==> src/rtl/mlpwm_pkg.sv <==
package mlpwm_pkg;
  typedef enum logic [1:0] {
    MODE_PD   = 2'd0,
    MODE_POD  = 2'd1,
    MODE_APOD = 2'd2,
    MODE_SPR  = 2'd3
  } mode_e;

  // 1 when band k of n runs on the inverted triangle
  function automatic logic band_inv(mode_e m, int unsigned k, int unsigned n);
    case (m)
      MODE_POD:  return (k < n / 2);
      MODE_APOD: return k[0];
      default:   return 1'b0;
    endcase
  endfunction
endpackage

==> src/rtl/mlpwm_carrier_cnt.sv <==
module mlpwm_carrier_cnt
  import mlpwm_pkg::*;
#(
  parameter int CNT_W   = 8,
  parameter int DEF_PER = 20
) (
  input  logic             clk_i,
  input  logic             rst_ni,
  input  logic [CNT_W-1:0] period_i,
  input  logic [1:0]       mode_i,
  output logic [CNT_W-1:0] cnt_o,
  output logic [CNT_W-1:0] per_o,
  output mode_e            mode_o
);
  logic [CNT_W-1:0] cnt_q, cnt_n, per_q, per_ld;
  logic             up_q, up_n, wrap;
  mode_e            mode_q;

  always_comb begin
    if (up_q) begin
      if (cnt_q >= per_q) begin
        cnt_n = cnt_q - 1'b1;
        up_n  = 1'b0;
      end else begin
        cnt_n = cnt_q + 1'b1;
        up_n  = 1'b1;
      end
    end else begin
      cnt_n = cnt_q - 1'b1;
      up_n  = 1'b0;
    end
    wrap = (cnt_n == '0);
    if (wrap) up_n = 1'b1;
  end

  assign per_ld = (period_i == '0) ? CNT_W'(1) : period_i;

  always_ff @(posedge clk_i or negedge rst_ni) begin
    if (!rst_ni) begin
      cnt_q  <= '0;
      up_q   <= 1'b1;
      per_q  <= CNT_W'(DEF_PER);
      mode_q <= MODE_PD;
    end else begin
      cnt_q <= cnt_n;
      up_q  <= up_n;
      // period boundary: new settings apply from the zero sample on
      if (wrap) begin
        per_q  <= per_ld;
        mode_q <= mode_e'(mode_i);
      end
    end
  end

  assign cnt_o  = cnt_q;
  assign per_o  = per_q;
  assign mode_o = mode_q;
endmodule

==> src/rtl/mlpwm_carrier_bank.sv <==
module mlpwm_carrier_bank
  import mlpwm_pkg::*;
#(
  parameter int N_CARR = 4,
  parameter int CNT_W  = 8,
  parameter int CMP_W  = 13
) (
  input  logic [CNT_W-1:0]              cnt_i,
  input  logic [CNT_W-1:0]              per_i,
  input  mode_e                         mode_i,
  output logic [N_CARR-1:0][CMP_W-1:0]  car_o
);
  logic signed [CMP_W-1:0] per_s, cnt_s, acc;
  logic signed [CMP_W-1:0] base [N_CARR];

  assign per_s = $signed({{(CMP_W-CNT_W){1'b0}}, per_i});
  assign cnt_s = $signed({{(CMP_W-CNT_W){1'b0}}, cnt_i});

  // band floors: -(N/2)P, ..., (N/2-1)P
  always_comb begin
    acc = '0;
    for (int j = 0; j < N_CARR / 2; j++) acc = acc - per_s;
    for (int k = 0; k < N_CARR; k++) begin
      base[k] = acc;
      acc     = acc + per_s;
    end
  end

  for (genvar k = 0; k < N_CARR; k++) begin : g_band
    logic signed [CMP_W-1:0] ph;
    assign ph       = band_inv(mode_i, k, N_CARR) ? (per_s - cnt_s) : cnt_s;
    assign car_o[k] = base[k] + ph;
  end
endmodule

==> src/rtl/mlpwm_cmp.sv <==
module mlpwm_cmp #(
  parameter int N_CARR = 4,
  parameter int REF_W  = 12,
  parameter int CMP_W  = 13,
  parameter int LVL_W  = 3
) (
  input  logic                          clk_i,
  input  logic                          rst_ni,
  input  logic [REF_W-1:0]              ref_i,
  input  logic [N_CARR-1:0][CMP_W-1:0]  car_i,
  output logic [N_CARR-1:0]             gate_o,
  output logic [LVL_W-1:0]              level_o
);
  localparam logic [LVL_W-1:0] MID = LVL_W'(N_CARR / 2);

  logic signed [CMP_W-1:0] ref_s;
  logic [N_CARR-1:0]       gate_d, gate_q;
  logic [LVL_W-1:0]        ones, level_d, level_q;

  assign ref_s = $signed({{(CMP_W-REF_W){ref_i[REF_W-1]}}, ref_i});

  for (genvar k = 0; k < N_CARR; k++) begin : g_cmp
    assign gate_d[k] = ref_s > $signed(car_i[k]);
  end

  always_comb begin
    ones = '0;
    for (int k = 0; k < N_CARR; k++) ones = ones + LVL_W'(gate_d[k]);
    level_d = ones - MID;
  end

  always_ff @(posedge clk_i or negedge rst_ni) begin
    if (!rst_ni) begin
      gate_q  <= '0;
      level_q <= '0 - MID;
    end else begin
      gate_q  <= gate_d;
      level_q <= level_d;
    end
  end

  assign gate_o  = gate_q;
  assign level_o = level_q;
endmodule

==> src/rtl/mlpwm_top.sv <==
module mlpwm_top
  import mlpwm_pkg::*;
#(
  parameter int N_CARR  = 4,
  parameter int REF_W   = 12,
  parameter int CNT_W   = 8,
  parameter int DEF_PER = 20
) (
  input  logic                    clk_i,
  input  logic                    rst_ni,
  input  logic [REF_W-1:0]        ref_i,
  input  logic [1:0]              mode_i,
  input  logic [CNT_W-1:0]        period_i,
  output logic [N_CARR-1:0]       gate_o,
  output logic [$clog2(N_CARR/2+1):0] level_o
);
  localparam int CAR_W = CNT_W + $clog2(N_CARR / 2) + 2;
  localparam int CMP_W = ((REF_W > CAR_W) ? REF_W : CAR_W) + 1;
  localparam int LVL_W = $clog2(N_CARR / 2 + 1) + 1;

  logic [CNT_W-1:0]             cnt_q, per_q;
  mode_e                        mode_q;
  logic [N_CARR-1:0][CMP_W-1:0] car;

  mlpwm_carrier_cnt #(.CNT_W(CNT_W), .DEF_PER(DEF_PER)) u_cnt (
    .clk_i    (clk_i),
    .rst_ni   (rst_ni),
    .period_i (period_i),
    .mode_i   (mode_i),
    .cnt_o    (cnt_q),
    .per_o    (per_q),
    .mode_o   (mode_q)
  );

  mlpwm_carrier_bank #(.N_CARR(N_CARR), .CNT_W(CNT_W), .CMP_W(CMP_W)) u_bank (
    .cnt_i  (cnt_q),
    .per_i  (per_q),
    .mode_i (mode_q),
    .car_o  (car)
  );

  mlpwm_cmp #(.N_CARR(N_CARR), .REF_W(REF_W), .CMP_W(CMP_W), .LVL_W(LVL_W)) u_cmp (
    .clk_i   (clk_i),
    .rst_ni  (rst_ni),
    .ref_i   (ref_i),
    .car_i   (car),
    .gate_o  (gate_o),
    .level_o (level_o)
  );
endmodule

==> config.mk <==
export PLATFORM = sky130hd
export DESIGN_NAME = mlpwm_top
export DESIGN_NICKNAME = d
export VERILOG_FILES = /design/src/rtl/mlpwm_pkg.sv /design/src/rtl/mlpwm_carrier_cnt.sv /design/src/rtl/mlpwm_carrier_bank.sv /design/src/rtl/mlpwm_cmp.sv /design/src/rtl/mlpwm_top.sv
export SDC_FILE = /design/constraint.sdc
export NUM_CORES = 1
export LEC_CHECK = 0
export ABC_AREA = 0
export BUFFER_PORTS_ARGS = -buffer_cell sky130_fd_sc_hd__buf_2
export CORE_ASPECT_RATIO = 0.8
export CORE_MARGIN = 4
export CORE_UTILIZATION = 55
export CTS_BUF_LIST = sky130_fd_sc_hd__clkbuf_4 sky130_fd_sc_hd__clkbuf_8
export DETAILED_ROUTE_END_ITERATION = 10
export GPL_TIMING_DRIVEN = 0
export PLACE_DENSITY = 0.71
export SLEW_MARGIN = 40
export SYNTH_ARGS = -nofsm -noshare
export SYNTH_HDL_FRONTEND = slang
export SYNTH_SLANG_ARGS = --single-unit
==> constraint.sdc <==
create_clock -name clk_i -period 8.2 [get_ports clk_i]
set_clock_uncertainty 0.1 [all_clocks]
set_input_delay 0.41 -clock clk_i [delete_from_list [all_inputs] [get_ports clk_i]]
set_output_delay 0.41 -clock clk_i [all_outputs]
set_load 0.01 [all_outputs]
==> results of run 1 <==
## synth_stat cells (2+ instances only)
master	number	area, sq um
dfrtp_1	21	525.5
nor3b_1	5	37.54
o31ai_1	5	37.54
o21bai_1	13	97.59
dfstp_2	5	131.4
xnor2_1	40	350.3
a21oi_1	51	255.2
fa_1	15	300.3
a311oi_2	2	30.03
xor2_1	36	315.3
a21o_1	12	90.09
mux2_2	17	191.4
mux2_4	2	30.03
nor3_1	18	90.09
nand2_1	33	123.9
nand3_1	9	45.04
nor2b_1	15	93.84
nand2b_1	6	37.54
buf_2	2	10.01
a311oi_1	2	17.52
and2_1	6	37.54
clkbuf_1	4	15.01
o211a_1	3	30.03
o211ai_1	7	52.55
nor2_1	57	214.0
o21a_1	30	225.2
nand4_1	15	93.84
o41ai_1	5	43.79
ha_1	136	1702
nor2_2	3	18.77
and3_1	3	18.77
mux2i_1	10	100.1
o21ai_0	38	190.2
inv_1	73	274.0
o31a_1	5	43.79
or3_1	6	37.54
a31oi_1	4	25.02
nor4_1	4	25.02
## path summary, 6_finish.rpt
check | start | to | slack (ns)
min | rst_ni | u_cnt.cnt_o[7] | 0.02
min reg2reg | u_cnt.mode_o[0] | u_cnt.mode_o[0] | 0.46
max in group asynchronous | rst_ni | u_cnt.per_o[0] | 7.56
max reg2reg | u_cnt.per_o[1] | u_cmp.level_o[1] | 0.41
max | u_cnt.per_o[1] | u_cmp.level_o[1] | 0.41
min in group clk_i | mode_i[0] | u_cnt.mode_o[0] | 0.26
## per-stage QoR
| stage | setup TNS [ns] | worst slack, ns | std cells | power, mW |
|---|---|---|---|---|
| 4_1_cts | 0 | 0.01206 | 922 | 0.3075 |
| 6_report | 0 | 0.4108 | 937 | 0.3045 |
| 2_1_floorplan | 0 | 0.8437 | 744 | 0.1699 |
| 5_1_grt | 0 | 0.006136 | 937 | 0.3201 |
| 3_5_place_dp | -1.197 | -0.4948 | 918 | 0.1978 |
| 3_3_place_gp | -0.6051 | -0.2865 | 918 | 0.1945 |
## flip-flops by register name, summed over array words and instances, names as in the netlist
register,cells
u_cnt.cnt_o,8
u_cmp.level_o,3
u_cnt.per_o,8
u_cnt.mode_o,2
u_cnt.up_q,1
u_cmp.gate_o,4
## final cells by class
type | instances | share of cell area
multi-input combinational | 638 | 0.7847
sequential | 26 | 0.09557
inverter | 74 | 0.04032
timing repair buffer | 45 | 0.03960
tap | 144 | 0.02592
clock buffer | 3 | 0.005940
clock inverter | 1 | 0.004320
buffer | 6 | 0.003600
## cell families after synthesis
logic type | share of synthesized area
mux | 0.05136
buf+inv | 0.04836
flops | 0.1049
compound gates | 0.2066
xor+xnor | 0.1127
simple gates | 0.1563
fa+ha+maj | 0.3197
## cell usage in the layout, fill, tap and decap left out, drive strengths merged, types with 3 or more instances in the layout
| cell | synthesis | final |
|---|---|---|
| o211a | 3 | 3 |
| o211ai | 7 | 7 |
| nor3b | 6 | 6 |
| o41ai | 5 | 5 |
| nand4 | 16 | 16 |
| nor2 | 61 | 61 |
| and3 | 4 | 4 |
| o31a | 6 | 6 |
| nor2b | 15 | 15 |
| or3 | 6 | 6 |
| dfrtp | 21 | 21 |
| mux2i | 10 | 10 |
| clkbuf | 4 | 7 |
| mux2 | 19 | 19 |
| a31oi | 4 | 4 |
| ha | 136 | 136 |
| nand2 | 33 | 33 |
| nor4 | 5 | 5 |
| and2 | 6 | 6 |
| a21o | 12 | 12 |
| buf | 2 | 47 |
| nand3 | 9 | 9 |
| inv | 73 | 73 |
| o31ai | 5 | 5 |
| a311oi | 4 | 4 |
| xor2 | 37 | 37 |
| a21oi | 52 | 52 |
| nand2b | 6 | 6 |
| xnor2 | 40 | 40 |
| o21ai | 40 | 40 |
| o21bai | 13 | 13 |
| nor3 | 19 | 19 |
| o21a | 30 | 30 |
| fa | 15 | 15 |
| dfstp | 5 | 5 |
## worst max-delay path: cells and delay by family, from the launching register on
kind            cells  cell delay [ns]
compound gates      8             1.42
xor+xnor            3             0.59
fa+ha+maj           9             2.72
buf+inv             6             0.58
flops               1             0.47
mux                 1             0.33
simple gates       11             1.54
## power breakdown
part	switching [mW]	leakage (nW)	internal [mW]
logic	0.0341	2.96	0.0254
registers	0.00105	0.292	0.135
clock network	0.0439	0.0357	0.0655
total	0.0790	3.29	0.225
## repair_timing
action	4_1_cts	5_1_grt
pin swaps	0	2
resized for setup	12	21
buffers inserted	0	15
setup endpoints to repair	3	3
## layer usage
layer | GRT usage | vias to the layer above | part of all wire
met1 | 0.3528 | 2654 | 0.48
met5 | 0 | - | 0
met3 | 0.04928 | 15 | 0.068
li1 | - | 2761 | -
met4 | 0.03462 | 0 | 0.011
met2 | 0.4298 | 168 | 0.44
==> out/results.txt, run 1 <==
vias in the first global route: 5,577
clock sinks: 26
Crit path required time: 8.34 ns
Pwr Density: 43.81 nW/um^2
Core Region: 11,020 sq um
top-level port count: 31
# DRC: 0
area of the multi-input gates: 5455 sq um
Yosys warnings: 0
critical path startpoint category: flip-flop
VDD IR max: 0.05753 mV
Mapped Cells: 744
FF+latch area: 664.4 sq um
Hold Slack: 0.01986 ns
syn avg cell area: 8.415 sq um
first-pass GRT wire length: 26,790 um
initial antenna violation count: 0
largest net degree at the start of global routing: 27
crit path capture type: flip-flop
worst-path maximum fanout: 7
maximum level of the CTS H-tree: 1
asr flop ratio synth: 1.000
status: complete, no violations
cell mode on critical path: ha_1
Max Clk Rate: 128.4 MHz
Placer Congestion: 0.9341
#FFs+latches synth: 26
1st-iter DRT viols: 270
final core utilization: 0.6309
area grow syn2layout: 11.03%
number of synthesized flops with an enable pin: 0
relative slew slack: 0.4542
routed vias/inst: 5.974
routed wire length per instance: 17.70 um
Die Width: 127.3 um
# diodes: 0
Num CTS Buffers: 3
grt total ovfl: 0
RSZ-0062 raised after global routing: false
pins over their slew limit: 0
Final setup viols: 0
worst slew pin tran: 0.8132 ns
First-pass DRT Iterations: 4
num rows: 34
root buf cell: clkbuf_8
worst skew pair latency: 0.29 ns
Placed Area: 6596 sq um
antenna-violating nets left: 0
ys flop type: dfrtp_1
die area: 13,170 sq um
total leakage power: 3.291 nW
final hold vios: 0
Setup Crit Path Kind: reg2reg
CTS tree: done
clock buffer depth: 2
PortBufs: 30
R2R cell count: 38
Cell Area, Synth: 6261 sq um
total track usage: 0.2556
Synthesized Nets: 919
DPL Wire Length: 14,080 um
Final Cycle Share: 0.9499
worst stage delay on the critical path: 0.47 ns
Nets: 969
post-synthesis sequential area ratio: 0.1049
total of max-cap violations: 0
Post-Layout Inst Area: 6952 sq um
crit path DAT: 7.93 ns
Die Y: 103.4 um
Initial Util: 0.5682
share of cells above drive strength 1: 0.1526
Hold/Removal Path Class: in2async
clock slew at reported path FFs: 0.10 ns
Routed WL: 16,580 um
synth unique cells: 64
fillcell total: 928
Via Count: 5,598
min Tclk post-route: 7.789 ns
slowest stage cell, crit path: dfrtp_2
# hold bufs at CTS: 0
No activity file was read; power rests on OpenSTA's default activity.
==> run 2, diff against run 1 <==
- CORE_ASPECT_RATIO: 0.8 -> 1.75
- SYNTH_HIERARCHICAL: unset -> 1
==> run 2 against run 1 <==
The flow now finishes with violations (negative setup slack). Flip-flop and latch count stayed put. Via count is 9.4% higher. Register-to-register slack worse by 0.78 ns. Routed wire length increased by 17%. Area after synthesis increased by 5.6%. Sequential share of layout area down 1.0 points. First-iteration DRC count decreased by 16%. Non-clock buffer count is 26 higher. Die area is 5.7% higher. Largest cell class unchanged.
==> out/results.txt, run 2 <==
status: finished, violations left
failing checks: negative setup slack
number of synthesized flops with an enable pin: 0 (unchanged)
root buf cell: clkbuf_8
Initial Util: 0.5679 (about the same)
total track usage: 0.2822 (+0.02660)
PortBufs: 30 (unchanged)
R2R cell count: 42 (+11%)
clock slew at reported path FFs: 0.11 ns (about the same)
largest net degree at the start of global routing: 27 (unchanged)
# diodes: 0 (unchanged)
vias in the first global route: 6,540 (+17%)
total leakage power: 3.675 nW (+12%)
Power Total: 0.3135 mW (+3.0%)
clock sinks: 26 (unchanged)
r2r setup slk: -0.37 ns (-0.78 ns)
Final Cycle Share: 1.045 (+0.09484)
final hold vios: 0 (unchanged)
Nets: 1,063 (+9.7%)
worst slew pin tran: 0.7439 ns (-0.06925 ns)
Synthesized Nets: 989 (+7.6%)
final core utilization: 0.6638 (+0.03291)
post-synth top area cell: ha_1
clock buffer depth: 2 (unchanged)
DPL Wire Length: 15,500 um (+10%)
Final setup viols: 3 (+3)
# hold bufs at CTS: 0 (unchanged)
Die Width: 90.90 um (-29%)
VDD IR max: 0.06604 mV (+15%)
cell family with most CP delay: adder cells
crit path capture type: flip-flop
die area: 13,910 sq um (+5.7%)
Mapped Cells: 808 (+8.6%)
#FFs+latches synth: 26 (unchanged)
share of cells above drive strength 1: 0.2134 (+0.06081)
cell mode on critical path: ha_4
Routed WL: 19,400 um (+17%)
cell count along the critical path: 42 (+11%)
first-pass GRT wire length: 31,610 um (+18%)
ys flop type: dfrtp_1
most common cell after layout, fill and taps aside: inv_1
Setup TNS: -0.8351 ns (-0.8351 ns)
asr flop ratio synth: 1.000 (unchanged)
Placer Congestion: 0.9635 (+3.1%)
Cell Area, Synth: 6614 sq um (+5.6%)
Setup Crit Path Kind: reg2reg
Num CTS Buffers: 3 (unchanged)
crit path DAT: 8.71 ns (+0.78 ns)
slowest stage cell, crit path: dfrtp_2
relative slew slack: 0.5040 (+0.04984)
worst-path maximum fanout: 3 (-4)
# DRC: 0 (unchanged)
DP Worst Slack: -1.621 ns (-1.126 ns)
grt total ovfl: 0 (unchanged)
Core Region: 11,650 sq um (+5.7%)
routed wire length per instance: 19.09 um (+7.9%)
routed vias/inst: 6.027 (+0.87%)
Max Clk Rate: 116.7 MHz (-9.1%)
initial antenna violation count: 0 (unchanged)
worst skew pair latency: 0.29 ns (about the same)
RSZ-0062 raised after global routing: true
Hold/Removal Path Class: in2async
Inst Count DP: 973 (+6.0%)
First-pass DRT Iterations: 4 (unchanged)
syn avg cell area: 8.185 sq um (-2.7%)
total of max-cap violations: 0 (unchanged)
critical path startpoint category: flip-flop
num rows: 52 (+53%)
commonest cells in the netlist: inv_1 (145), ha_1 (142), a21oi_1 (56), xnor2_1 (44), nor2_1 (43)
area grow syn2layout: 16.89%
Die Y: 153.1 um (+48%)
commonest cells after routing, fill and taps aside: inv_1 (139), ha_1 (132), a21oi_1 (51)
final setup margin: -0.3669 ns (-0.7777 ns)
synth unique cells: 78 (+22%)
maximum level of the CTS H-tree: 1 (unchanged)
worst stage delay on the critical path: 0.48 ns (about the same)
Worst Path Buf+Inv: 8 (+2)
fin cells: 1,016 (+8.4%)
top-level port count: 31 (unchanged)
Pwr Density: 40.55 nW/um^2 (-7.4%)
Yosys top cell area share: 0.2686 (-0.003148)
CTS tree: done
Crit path required time: 8.34 ns (about the same)
top cells by area, synth: ha_1 (27%), inv_1 (8.2%), dfrtp_1 (7.9%)
pins over their slew limit: 0 (unchanged)
count leader, synth: inv_1
Via Count: 6,123 (+9.4%)
1st-iter DRT viols: 228 (-16%)
Worst R2R End: u_cmp/level_o[1]
worst r2r src: u_cnt/per_o[1]
antenna-violating nets left: 0 (unchanged)
post-synthesis sequential area ratio: 0.09932 (-0.005597)
min Tclk post-route: 8.567 ns (+0.7777 ns)
Yosys warnings: 6 (+6)
==> run 2: area by class of cell <==
cell class,instances,area [sq um]
multi-input cells,629,5771
fillers,985,3915
flip-flops and latches,26,659.4
inverters,145,553.0
repair buffers,69,459.2
well taps,135,168.9
plain buffers,8,48.80
clock buffers,3,41.29
clock inverters,1,30.03
==> run 2: what timing repair did <==
| action | in CTS | in global routing |
|---|---|---|
| resized for setup | 61 | 11 |
| setup endpoints to repair | 4 | 3 |
| setup buffers | 35 | 3 |
| pin swaps | 36 | 27 |
| cloned | 0 | 0 |
==> run 2: worst max-delay path by stage <==
stage / to / slack, ns / startpoint
2_1_floorplan: u_cmp/level_o[1] / 0.04 / u_cnt/per_o[1]
3_3_place_gp: u_cmp/level_o[1] / -1.41 / u_cnt/per_o[2]
3_5_place_dp: u_cmp/level_o[1] / -1.62 / u_cnt/per_o[1]
4_1_cts: u_cmp/level_o[1] / -0.51 / u_cnt/per_o[1]
5_1_grt: u_cmp/level_o[1] / -0.62 / u_cnt/per_o[1]
6_report: u_cmp/level_o[1] / -0.37 / u_cnt/per_o[1]
==> run 2: power breakdown <==
| group | total (mW) | switching, mW | internal (mW) |
|---|---|---|---|
| registers | 0.137 | 0.00132 | 0.135 |
| logic | 0.0648 | 0.0366 | 0.0282 |
| clock network | 0.112 | 0.0467 | 0.0655 |
| total | 0.314 | 0.0846 | 0.229 |
==> run 2: worst register-to-register path: cells and delay by family, from the launching register on <==
family	cells	cell delay, ns
adder cells (fa/ha/maj)	10	2.60
AO/OA/AOI/OAI	12	2.34
AND/OR/NAND/NOR	7	1.25
XOR/XNOR	4	0.80
buffers and inverters	8	0.66
flip-flops	1	0.48
multiplexers	1	0.31
==> run 2: cells by family (layout without fill, tap and decap cells) <==
logic type / count (synthesis) / after routing / synth area share
buffers and inverters: 153 / 226 / 0.08967
XOR/XNOR: 63 / 63 / 0.08910
AND/OR/NAND/NOR: 187 / 187 / 0.1508
AO/OA/AOI/OAI: 186 / 186 / 0.1914
flip-flops: 26 / 26 / 0.09932
multiplexers: 35 / 35 / 0.06394
adder cells (fa/ha/maj): 158 / 158 / 0.3157
==> run 2: routing by layer <==
layer  track usage  vias to the layer above  share of wire
li1              -                     2962              -
met1        0.2717                     2907           0.34
met2        0.5441                      173           0.55
met3       0.02263                       81          0.026
met4        0.2108                        0          0.085
met5             0                        -              0
==> run 2: stage by stage <==
stage / area (sq um) / hold WS (ns)
floorplan: 6670 / 0.01441
global placement: 6989 / 0.3624
detailed placement: 6989 / 0.3737
CTS: 7655 / 0.05223
global route: 7731 / 0.06746
finish: 7731 / 0.03269
